### src/rtl/bsp_pkg.sv
// Package: shared offsets and types for the banked storage port.
// Assumes a 3-bit port offset and byte-wide CPU data.
package bsp_pkg;
    localparam int unsigned SEL_W     = 3;
    localparam int unsigned BYTE_W    = 8;
    localparam int unsigned NUM_PORTS = 5;

    typedef enum logic [SEL_W-1:0] {
        PORT_ADR_LO  = 3'd0,
        PORT_ADR_MID = 3'd1,
        PORT_ADR_TOP = 3'd2,
        PORT_DATA    = 3'd3,
        PORT_CTRL    = 3'd4
    } port_e;

    typedef struct packed {
        logic open;
        logic wprot;
    } ctrl_t;
endpackage

### src/rtl/bsp_decode.sv
// Module: bsp_decode
// Turns the CPU strobes and offset into one-hot access pulses.
// Assumes one strobe per access; a write strobe masks a read strobe.
module bsp_decode
    import bsp_pkg::*;
(
    input  logic [SEL_W-1:0]     io_sel_i,
    input  logic                 io_wr_i,
    input  logic                 io_rd_i,
    output logic [NUM_PORTS-1:0] wr_hot_o,
    output logic                 rd_data_o,
    output logic                 rd_stat_o,
    output logic                 rd_other_o
);
    logic rd_ok;

    // One write pulse per decoded port offset
    for (genvar gi = 0; gi < NUM_PORTS; gi++) begin : g_wr
        assign wr_hot_o[gi] = io_wr_i && (io_sel_i == SEL_W'(gi));
    end

    // Read is honoured only when no write shares the cycle
    assign rd_ok      = io_rd_i && !io_wr_i;
    assign rd_data_o  = rd_ok && (io_sel_i == PORT_DATA);
    assign rd_stat_o  = rd_ok && (io_sel_i == PORT_CTRL);
    assign rd_other_o = rd_ok && (io_sel_i != PORT_DATA) && (io_sel_i != PORT_CTRL);
endmodule

### src/rtl/bsp_addr_reg.sv
// Module: bsp_addr_reg
// Holds the storage address as low, middle and top fields.
// Only the low field counts; it wraps without carrying.
// Assumes ADDR_W > 16 and ADDR_W <= 24.
module bsp_addr_reg #(
    parameter int unsigned ADDR_W = 19
) (
    input  logic              clk,
    input  logic              rst_n,
    input  logic              wr_lo_i,
    input  logic              wr_mid_i,
    input  logic              wr_top_i,
    input  logic [7:0]        wdata_i,
    input  logic              bump_i,
    output logic [ADDR_W-1:0] addr_o
);
    localparam int unsigned TOP_W = ADDR_W - 16;

    logic [7:0]       lo_q;
    logic [7:0]       mid_q;
    logic [TOP_W-1:0] top_q;

    // Low byte: load from CPU, else step after a data access
    always_ff @(posedge clk) begin
        if (!rst_n)       lo_q <= '0;
        else if (wr_lo_i) lo_q <= wdata_i;
        else if (bump_i)  lo_q <= lo_q + 8'd1;
    end

    // Middle byte: loaded only by the CPU
    always_ff @(posedge clk) begin
        if (!rst_n)        mid_q <= '0;
        else if (wr_mid_i) mid_q <= wdata_i;
    end

    // Top field: keeps only its own width of the written byte
    always_ff @(posedge clk) begin
        if (!rst_n)        top_q <= '0;
        else if (wr_top_i) top_q <= wdata_i[TOP_W-1:0];
    end

    assign addr_o = {top_q, mid_q, lo_q};

    AST_LOW_STEP: assert property (@(posedge clk) disable iff (!rst_n)
        (bump_i && !wr_lo_i) |=> (lo_q == 8'($past(lo_q) + 8'd1)));
    AST_NO_CARRY: assert property (@(posedge clk) disable iff (!rst_n)
        (bump_i && !wr_mid_i && !wr_top_i) |=> ($stable(mid_q) && $stable(top_q)));
    AST_LOW_WRAP: assert property (@(posedge clk) disable iff (!rst_n)
        (bump_i && !wr_lo_i && lo_q == 8'hFF) |=> (lo_q == 8'h00));
endmodule

### src/rtl/bsp_ctrl_reg.sv
// Module: bsp_ctrl_reg
// Stores the open and write-protect settings.
// Assumes only data bits 1:0 of a control write are meaningful.
module bsp_ctrl_reg
    import bsp_pkg::*;
(
    input  logic       clk,
    input  logic       rst_n,
    input  logic       wr_ctrl_i,
    input  logic [1:0] wdata_i,
    output ctrl_t      ctrl_o
);
    ctrl_t ctrl_q;

    // Control settings: closed and unprotected out of reset
    always_ff @(posedge clk) begin
        if (!rst_n) begin
            ctrl_q <= '0;
        end else if (wr_ctrl_i) begin
            ctrl_q.open  <= wdata_i[1];
            ctrl_q.wprot <= wdata_i[0];
        end
    end

    assign ctrl_o = ctrl_q;
endmodule

### src/rtl/bsp_data_path.sv
// Module: bsp_data_path
// Gates RAM writes, decides when the address counts, and
// registers the read result.
// Assumes mem_rdata_i is valid combinationally for the current address.
module bsp_data_path
    import bsp_pkg::*;
(
    input  logic       clk,
    input  logic       rst_n,
    input  logic       wr_data_i,
    input  logic       rd_data_i,
    input  logic       rd_stat_i,
    input  logic       rd_other_i,
    input  ctrl_t      ctrl_i,
    input  logic       present_i,
    input  logic       rom_half_i,
    input  logic [7:0] mem_rdata_i,
    output logic       mem_we_o,
    output logic       bump_o,
    output logic [7:0] rdata_o
);
    logic [7:0] rdata_q;
    logic [7:0] status_w;

    // Write reaches the array only when open, unprotected and in RAM
    assign mem_we_o = wr_data_i && ctrl_i.open && !ctrl_i.wprot && !rom_half_i;

    // Every data write counts; a data read counts only when open
    assign bump_o = wr_data_i || (rd_data_i && ctrl_i.open);

    // Status byte: absent flag on top, settings in the low bits
    assign status_w = {!present_i, 5'b0, ctrl_i.open, ctrl_i.wprot};

    // Read result register, held between reads
    always_ff @(posedge clk) begin
        if (!rst_n)          rdata_q <= '0;
        else if (rd_data_i)  rdata_q <= ctrl_i.open ? mem_rdata_i : 8'hFF;
        else if (rd_stat_i)  rdata_q <= status_w;
        else if (rd_other_i) rdata_q <= 8'h00;
    end

    assign rdata_o = rdata_q;

    AST_STATUS_ZERO: assert property (@(posedge clk) disable iff (!rst_n)
        rd_stat_i |=> (rdata_q[6:2] == 5'b0));
endmodule

### src/rtl/bank_store_port.sv
// Module: bank_store_port
// Top level of the auto-increment banked storage port. It joins
// decode, address, control and data path blocks.
// Assumes external arrays read combinationally and write on the edge.
module bank_store_port
    import bsp_pkg::*;
#(
    parameter int unsigned ADDR_W = 19
) (
    input  logic              clk,
    input  logic              rst_n,
    input  logic [2:0]        io_sel,
    input  logic              io_wr,
    input  logic              io_rd,
    input  logic [7:0]        io_wdata,
    output logic [7:0]        io_rdata,
    input  logic              unit_present,
    output logic [ADDR_W-1:0] mem_addr,
    output logic [7:0]        mem_wdata,
    output logic              mem_we,
    input  logic [7:0]        mem_rdata
);
    localparam int unsigned MSB = ADDR_W - 1;

    logic [NUM_PORTS-1:0] wr_hot;
    logic                 rd_data;
    logic                 rd_stat;
    logic                 rd_other;
    logic                 bump;
    ctrl_t                ctrl;

    bsp_decode u_decode (
        .io_sel_i   (io_sel),
        .io_wr_i    (io_wr),
        .io_rd_i    (io_rd),
        .wr_hot_o   (wr_hot),
        .rd_data_o  (rd_data),
        .rd_stat_o  (rd_stat),
        .rd_other_o (rd_other)
    );

    bsp_addr_reg #(.ADDR_W(ADDR_W)) u_addr (
        .clk      (clk),
        .rst_n    (rst_n),
        .wr_lo_i  (wr_hot[PORT_ADR_LO]),
        .wr_mid_i (wr_hot[PORT_ADR_MID]),
        .wr_top_i (wr_hot[PORT_ADR_TOP]),
        .wdata_i  (io_wdata),
        .bump_i   (bump),
        .addr_o   (mem_addr)
    );

    bsp_ctrl_reg u_ctrl (
        .clk       (clk),
        .rst_n     (rst_n),
        .wr_ctrl_i (wr_hot[PORT_CTRL]),
        .wdata_i   (io_wdata[1:0]),
        .ctrl_o    (ctrl)
    );

    bsp_data_path u_data (
        .clk         (clk),
        .rst_n       (rst_n),
        .wr_data_i   (wr_hot[PORT_DATA]),
        .rd_data_i   (rd_data),
        .rd_stat_i   (rd_stat),
        .rd_other_i  (rd_other),
        .ctrl_i      (ctrl),
        .present_i   (unit_present),
        .rom_half_i  (mem_addr[MSB]),
        .mem_rdata_i (mem_rdata),
        .mem_we_o    (mem_we),
        .bump_o      (bump),
        .rdata_o     (io_rdata)
    );

    assign mem_wdata = io_wdata;

    AST_WE_INC: assert property (@(posedge clk) disable iff (!rst_n)
        mem_we |=> (mem_addr[7:0] == 8'($past(mem_addr[7:0]) + 8'd1)));
    AST_CLOSED_READ: assert property (@(posedge clk) disable iff (!rst_n)
        (rd_data && !ctrl.open) |=> (io_rdata == 8'hFF && $stable(mem_addr)));
    AST_PROT_NO_WE: assert property (@(posedge clk) disable iff (!rst_n)
        (io_wr && io_sel == PORT_DATA && mem_addr[MSB]) |-> !mem_we);
endmodule

### config.mk
export PLATFORM = sky130hd
export DESIGN_NAME = bank_store_port
export DESIGN_NICKNAME = d
export VERILOG_FILES = /design/src/rtl/bsp_pkg.sv /design/src/rtl/bsp_decode.sv /design/src/rtl/bsp_addr_reg.sv /design/src/rtl/bsp_ctrl_reg.sv /design/src/rtl/bsp_data_path.sv /design/src/rtl/bank_store_port.sv
export SDC_FILE = /design/constraint.sdc
export NUM_CORES = 1
export LEC_CHECK = 0
export CORE_ASPECT_RATIO = 1.25
export CORE_MARGIN = 3
export CORE_UTILIZATION = 38
export CTS_BUF_LIST = sky130_fd_sc_hd__clkbuf_16
export CTS_CLUSTER_DIAMETER = 150
export CTS_CLUSTER_SIZE = 28
export DETAILED_ROUTE_END_ITERATION = 12
export PLACE_DENSITY = 0.76
export SYNTH_ARGS = -nofsm -noshare
export SYNTH_HDL_FRONTEND = slang
export SYNTH_HIERARCHICAL = 1
export SYNTH_SLANG_ARGS = --single-unit
### constraint.sdc
create_clock -name clk -period 1.9 [get_ports clk]
set_input_delay 0.19 -clock clk [delete_from_list [all_inputs] [get_ports clk]]
set_output_delay 0.19 -clock clk [all_outputs]
set_load 0.03 [all_outputs]
-- After elaboration in Yosys (flattened, before gate mapping)
Cells that the tools add are included.
- bits in registers: 29
- input port bits: 24
- output and inout bits: 36
- logic and storage cells: 41
- add/sub/neg operators: 1
- equality and inequality tests: 6
- muxes and demuxes: 6
- reductions and logical operators: 22
- operators with widths (kind ; count):
    two-way mux 8 bit ; 6
    logical AND 1 bit ; 14
    adder 8 x 1 -> 8 bit, second input constant ; 1
    equality test 3 x 2 -> 1 bit, second input constant ; 2
    zero test 1 bit ; 4
    equality test 3 x 1 -> 1 bit, second input constant ; 1
    equality test 3 bit, second input constant ; 1
    zero test 3 bit ; 1
    != test 3 x 2 -> 1 bit, second input constant ; 1
    != test 3 bit, second input constant ; 1
    nonzero test 3 bit ; 1
    nonzero test 2 bit ; 1
    logical OR 1 bit ; 1

-- Depth between registers and ports, before layout
- word-level depth: 7
- depth in mapped cells: 9
- gate-level depth less buffers: 7

-- Modules after synthesis
The synthesis kept the hierarchy.
- by module, submodules not included (module ; times used ; cells an instance ; area an instance (um2) ; seq. area each (um2)):
    bsp_addr_reg ; 1 ; 88 ; 850.8 ; 380.4
    bsp_data_path ; 1 ; 42 ; 357.8 ; 160.2
    bsp_decode ; 1 ; 13 ; 87.6 ; 0.0
    bsp_ctrl_reg ; 1 ; 6 ; 72.6 ; 40.0
    bank_store_port ; 1 ; 8 ; 60.1 ; 0.0

-- Worst setup path before layout
Ideal clock, no wire load.
- path kind: in2reg
- start: in io_wr
- end: reg u_addr.lo_q[7]
- setup time: 0.062 ns
- data arrival time: 1.727 ns
- required time: 1.838 ns
- path slack: 0.111 ns
- stages on the path: 9
- path buffers: 2
- cells stage by stage: nand2b_4 -> nor3_1 -> buf_2 -> nand2_1 -> nand2b_1 -> buf_2 -> nand3b_1 -> or4_1 -> nand3_1
- cells in the longest elaborated chain, start to end: 6
- elaborated cells on any way between the ends: 9
- classes of those cells: 1 x mux; 8 x reduce/logical
- ends and longest elaborated chain (element ; RTL line ; text):
    from (decl) ; bank_store_port.sv:13 ; input logic io_wr,
    zero test 1 bit ; bsp_decode.sv:23 ; assign rd_ok = io_rd_i && !io_wr_i;
    logical AND 1 bit ; bsp_decode.sv:23 ;
    logical AND 1 bit ; bsp_decode.sv:24 ; assign rd_data_o = rd_ok && (io_sel_i == PORT_DATA);
    via rd_data ; bank_store_port.sv:26 ; logic rd_data;
    logical AND 1 bit ; bsp_data_path.sv:29 ; assign bump_o = wr_data_i || (rd_data_i && ctrl_i.open);
    logical OR 1 bit ; bsp_data_path.sv:29 ;
    via bump ; bank_store_port.sv:29 ; logic bump;
    nonzero test 2 bit (no source line) ; - ;
    to (signal assigned) ; bsp_addr_reg.sv:26 ; else if (wr_lo_i) lo_q <= wdata_i;
    to (signal assigned) ; bsp_addr_reg.sv:27 ; else if (bump_i) lo_q <= lo_q + 8'd1;
    to (decl) ; bsp_addr_reg.sv:19 ; logic [7:0] lo_q;
The timed path passes the listed nets, and every way through them passes these cells.
A chain may end at the register's enable or synchronous reset.

-- Final worst setup path
- start: in io_sel[2]
- end: reg u_addr.lo_q[6]
- elaborated cells on any way between the ends: 9
- classes of those cells: 1 x eq/ne; 1 x mux; 7 x reduce/logical
- RTL lines (element ; RTL line ; text):
    from (decl) ; bank_store_port.sv:12 ; input logic [2:0] io_sel,
    equality test 3 x 2 -> 1 bit ; bsp_decode.sv:19 ; assign wr_hot_o[gi] = io_wr_i && (io_sel_i == SEL_W'(gi));
    logical AND 1 bit ; bsp_decode.sv:19 ;
    via wr_hot[3] ; bank_store_port.sv:25 ; logic [NUM_PORTS-1:0] wr_hot;
    logical OR 1 bit ; bsp_data_path.sv:29 ;
    via bump ; bank_store_port.sv:29 ;
    nonzero test 2 bit (no source line) ; - ;
The timed path passes the listed nets, and every way through them passes these cells.

==> flow_metrics.tcl <==
set metrics [dict create \
    clkLatencyLatePin_ns 0.27 \
    dp_hpwl_um 2930 \
    synthTopCellsByCount "dfxtp_1 (29), o21ai_0 (17), mux2i_1 (14), nor2b_1 (14), nand2_1 (10)" \
    grt_use_total 0.182 \
    grt_pass1_wl_um 6290 \
    dr_total_vias 1384 \
    syn_area_per_cell_um2 9.10 \
    yosys-top-cells-area "dfxtp_1 (41%), mux2i_1 (9.8%), nor2b_1 (6.1%), o21ai_0 (6.0%), buf_4 (4.2%)" \
    setup_viol 0 \
    hold_viol 0 \
    design_area_mm2 0.00224 \
    wl_um 3840 \
    worst_slew_pin_slew_ns 0.384 \
    post-cts-setup-buffers 0 \
    die_w_um 60.8 \
    p_sw_w 0.000382 \
    yosys_most_used_dff "dfxtp_1" \
    rsz0062_at_grt "no" \
    yosys.cell_count.top_type "dfxtp_1" \
    place_inst 257 \
    fillers 297 \
    drt_pre_antenna_iters 4 \
    cellPowerDensity_mw_per_mm2 716 \
    start_kind "primary input" \
    gp_congestion 0.752 \
    placed_cell_area_mm2 0.00210 \
    yosys.area.top_type "dfxtp_1" \
    async_flop_share 0 \
    irDropWorstVdd_v 0.000495 \
    rows 24 \
    cts_resized 0 \
    pwr-share-seq 0.398 \
    synth-seq-cells 29 \
    status "finished clean" \
    reg2reg_depth 5 \
    grt_antenna_before_repair 0 \
    p_sw_frac 0.237 \
    core-area_mm2 0.00354 \
    r2r_setup_slack_ns 0.45 \
    p_int_w 0.00123 \
    critPathRequiredTime_ns 2.09 \
    p_leak_nw 0.806 \
    boundaryPins 60 \
    r2r-start "u_ctrl/ctrl_o[1]$_SDFFE_PN0P_" \
    grt.overflow.total 0 \
    synth_edf_count 0 \
    endpoint_kind "flip-flop" \
    drv_cap 0 \
    power_frac_clock 0.447 \
    min_from "u_data/rdata_o[4]$_SDFFE_PN0P_" \
    ys_warn_count 6 \
    drt_iter0_drc 79 \
    combPwrFrac 0.155 \
    cts_root_buf "clkbuf_16" \
    htreeDepth 2 \
    grt_max_degree 31 \
    clock-skew-final_ns 0.00229 \
    path_class "primary input to flip-flop" \
    synth-seq-area-share 0.406 \
    vias_per_cell 5.22 \
    hold_depth 2 \
    syn-num-nets 182 \
    numCtsBuffers 5 \
    fin_crit_ns 1.71 \
    ant_nets 0 \
    syn-cell-area_mm2 0.00143 \
    initial_core_util 0.403 \
    relSlewSlack 0.742 \
    cts_buffer_depth 2 \
    die_area_mm2 0.00454 \
    slew_violations 0 \
    holdPathEnd "u_data/rdata_o[4]$_SDFFE_PN0P_" \
    ff_latch_area_um2 581 \
    die_h_um 74.6 \
    multi_input_area_um2 762 \
    drc_errors 0 \
    finalPower_w 0.00161 \
    grt_pass1_vias 1476 \
    port_buffers 59 \
    cts.clk_slew.worst_paths_ns 0.05 \
    setup-tns-final_ns 0 \
    clock_sinks 29 \
    hp-class "flip-flop to flip-flop" \
    nets 250 \
    crit_arrival_ns 1.89 \
    reg2reg_to "u_addr/lo_q[6]$_SDFFE_PN0P_" \
    cts_tree "built" \
    min_period_over_period 0.898 \
    max_freq_mhz 586 \
    hold_buffers 0 \
    synthToLayoutAreaGrowth_pct 57.1 \
    yosysTopAreaCellShare 0.406 \
    synthCells 157 \
    wl_per_cell_um 14.5 \
    antennaDiodeCount 0 \
    synth.distinct_cells 37 \
    instances_no_fill 265 \
    drive_above_1_share 0.128 \
    critPathMaxFanout 7 \
]
-- stage by stage --
step / hold WS (ns) / utilization / setup slack, ns
4_1_cts: 0.460 / 0.631 / 0.0313
2_1_floorplan: 0.313 / - / 0.111
3_5_place_dp: 0.454 / 0.593 / -0.244
6_report: 0.456 / 0.633 / 0.194
3_3_place_gp: 0.447 / 0.593 / -0.140
5_1_grt: 0.484 / 0.633 / 0.0351
-- flip-flops by register name (all words and copies together) (netlist names) --
signal,count
u_addr/lo_q,8
u_addr/mid_q,8
u_addr/top_q,3
u_ctrl/ctrl_o,2
u_data/rdata_o,8
-- critical path, stage by stage --
cell,delay (ns)
clkdlybuf4s50_1,0.49
nand2b_1,0.20
nor2_1,0.13
nand2b_2,0.21
nand2_1,0.13
or3_1,0.34
a31oi_1,0.20
-- cells in the final DEF, fill, tap and decap left out, drive strengths merged, types with 4 or more instances in the layout --
master          n
buf            17
clkdlybuf4s50  58
nor2            5
a21boi          5
nand2b          5
mux2i          14
clkbuf          5
dfxtp          29
nand3           4
nor3b           4
nor2b          14
a21oi           4
nand2          10
o21ai          17
-- power by group through the flow --
stage / sequential [W] / combinational [W] / clock, W
after floorplan: 0.000680 / 0.0000924 / 0
after global routing: 0.000642 / 0.000266 / 0.000764
after detailed placement: 0.000652 / 0.000248 / 0
after global placement: 0.000651 / 0.000244 / 0
final: 0.000641 / 0.000249 / 0.000719
after CTS: 0.000640 / 0.000249 / 0.000742
-- cell type report --
cell class	count	share of cell area
flip-flops and latches	29	0.259
clock buffers	5	0.0557
multi-input cells	112	0.339
well taps	39	0.0217
repair buffers	75	0.315
inverters	2	0.00334
clock inverters	3	0.00557
-- kinds of logic (layout without fill, tap and decap cells) --
kind of cell	after synthesis	after routing	share of synthesized area
simple gates	60	60	0.257
compound gates	33	33	0.139
flops	29	29	0.406
buf+inv	16	85	0.0657
mux	14	14	0.0981
xor+xnor	4	4	0.0245
fa+ha+maj	1	1	0.00876
-- layer usage --
metal  GRT usage  wire (µm)  share of wire  up-vias
met2       0.337       1990           0.52       55
met5           0          0              0        -
li1            -          -              -      683
met1       0.181       1490           0.39      637
met3      0.0556        288          0.075        9
met4      0.0843         76          0.020        0
-- how the worst max path moves through the flow --
stage                                              to  slack [ns]  cells past startpoint  startpoint
after global placement    u_addr/lo_q[7]$_SDFFE_PN0P_       -0.14                      8       io_rd
after global routing                           mem_we        0.04                      5   io_sel[2]
final                     u_addr/lo_q[6]$_SDFFE_PN0P_        0.19                      7   io_sel[2]
after floorplan           u_addr/lo_q[7]$_SDFFE_PN0P_        0.11                      9       io_wr
after CTS                 u_addr/lo_q[6]$_SDFFE_PN0P_        0.03                      8       io_wr
after detailed placement  u_addr/lo_q[6]$_SDFFE_PN0P_       -0.24                      8       io_wr
Note: power is estimated with default switching activity, not from simulation.
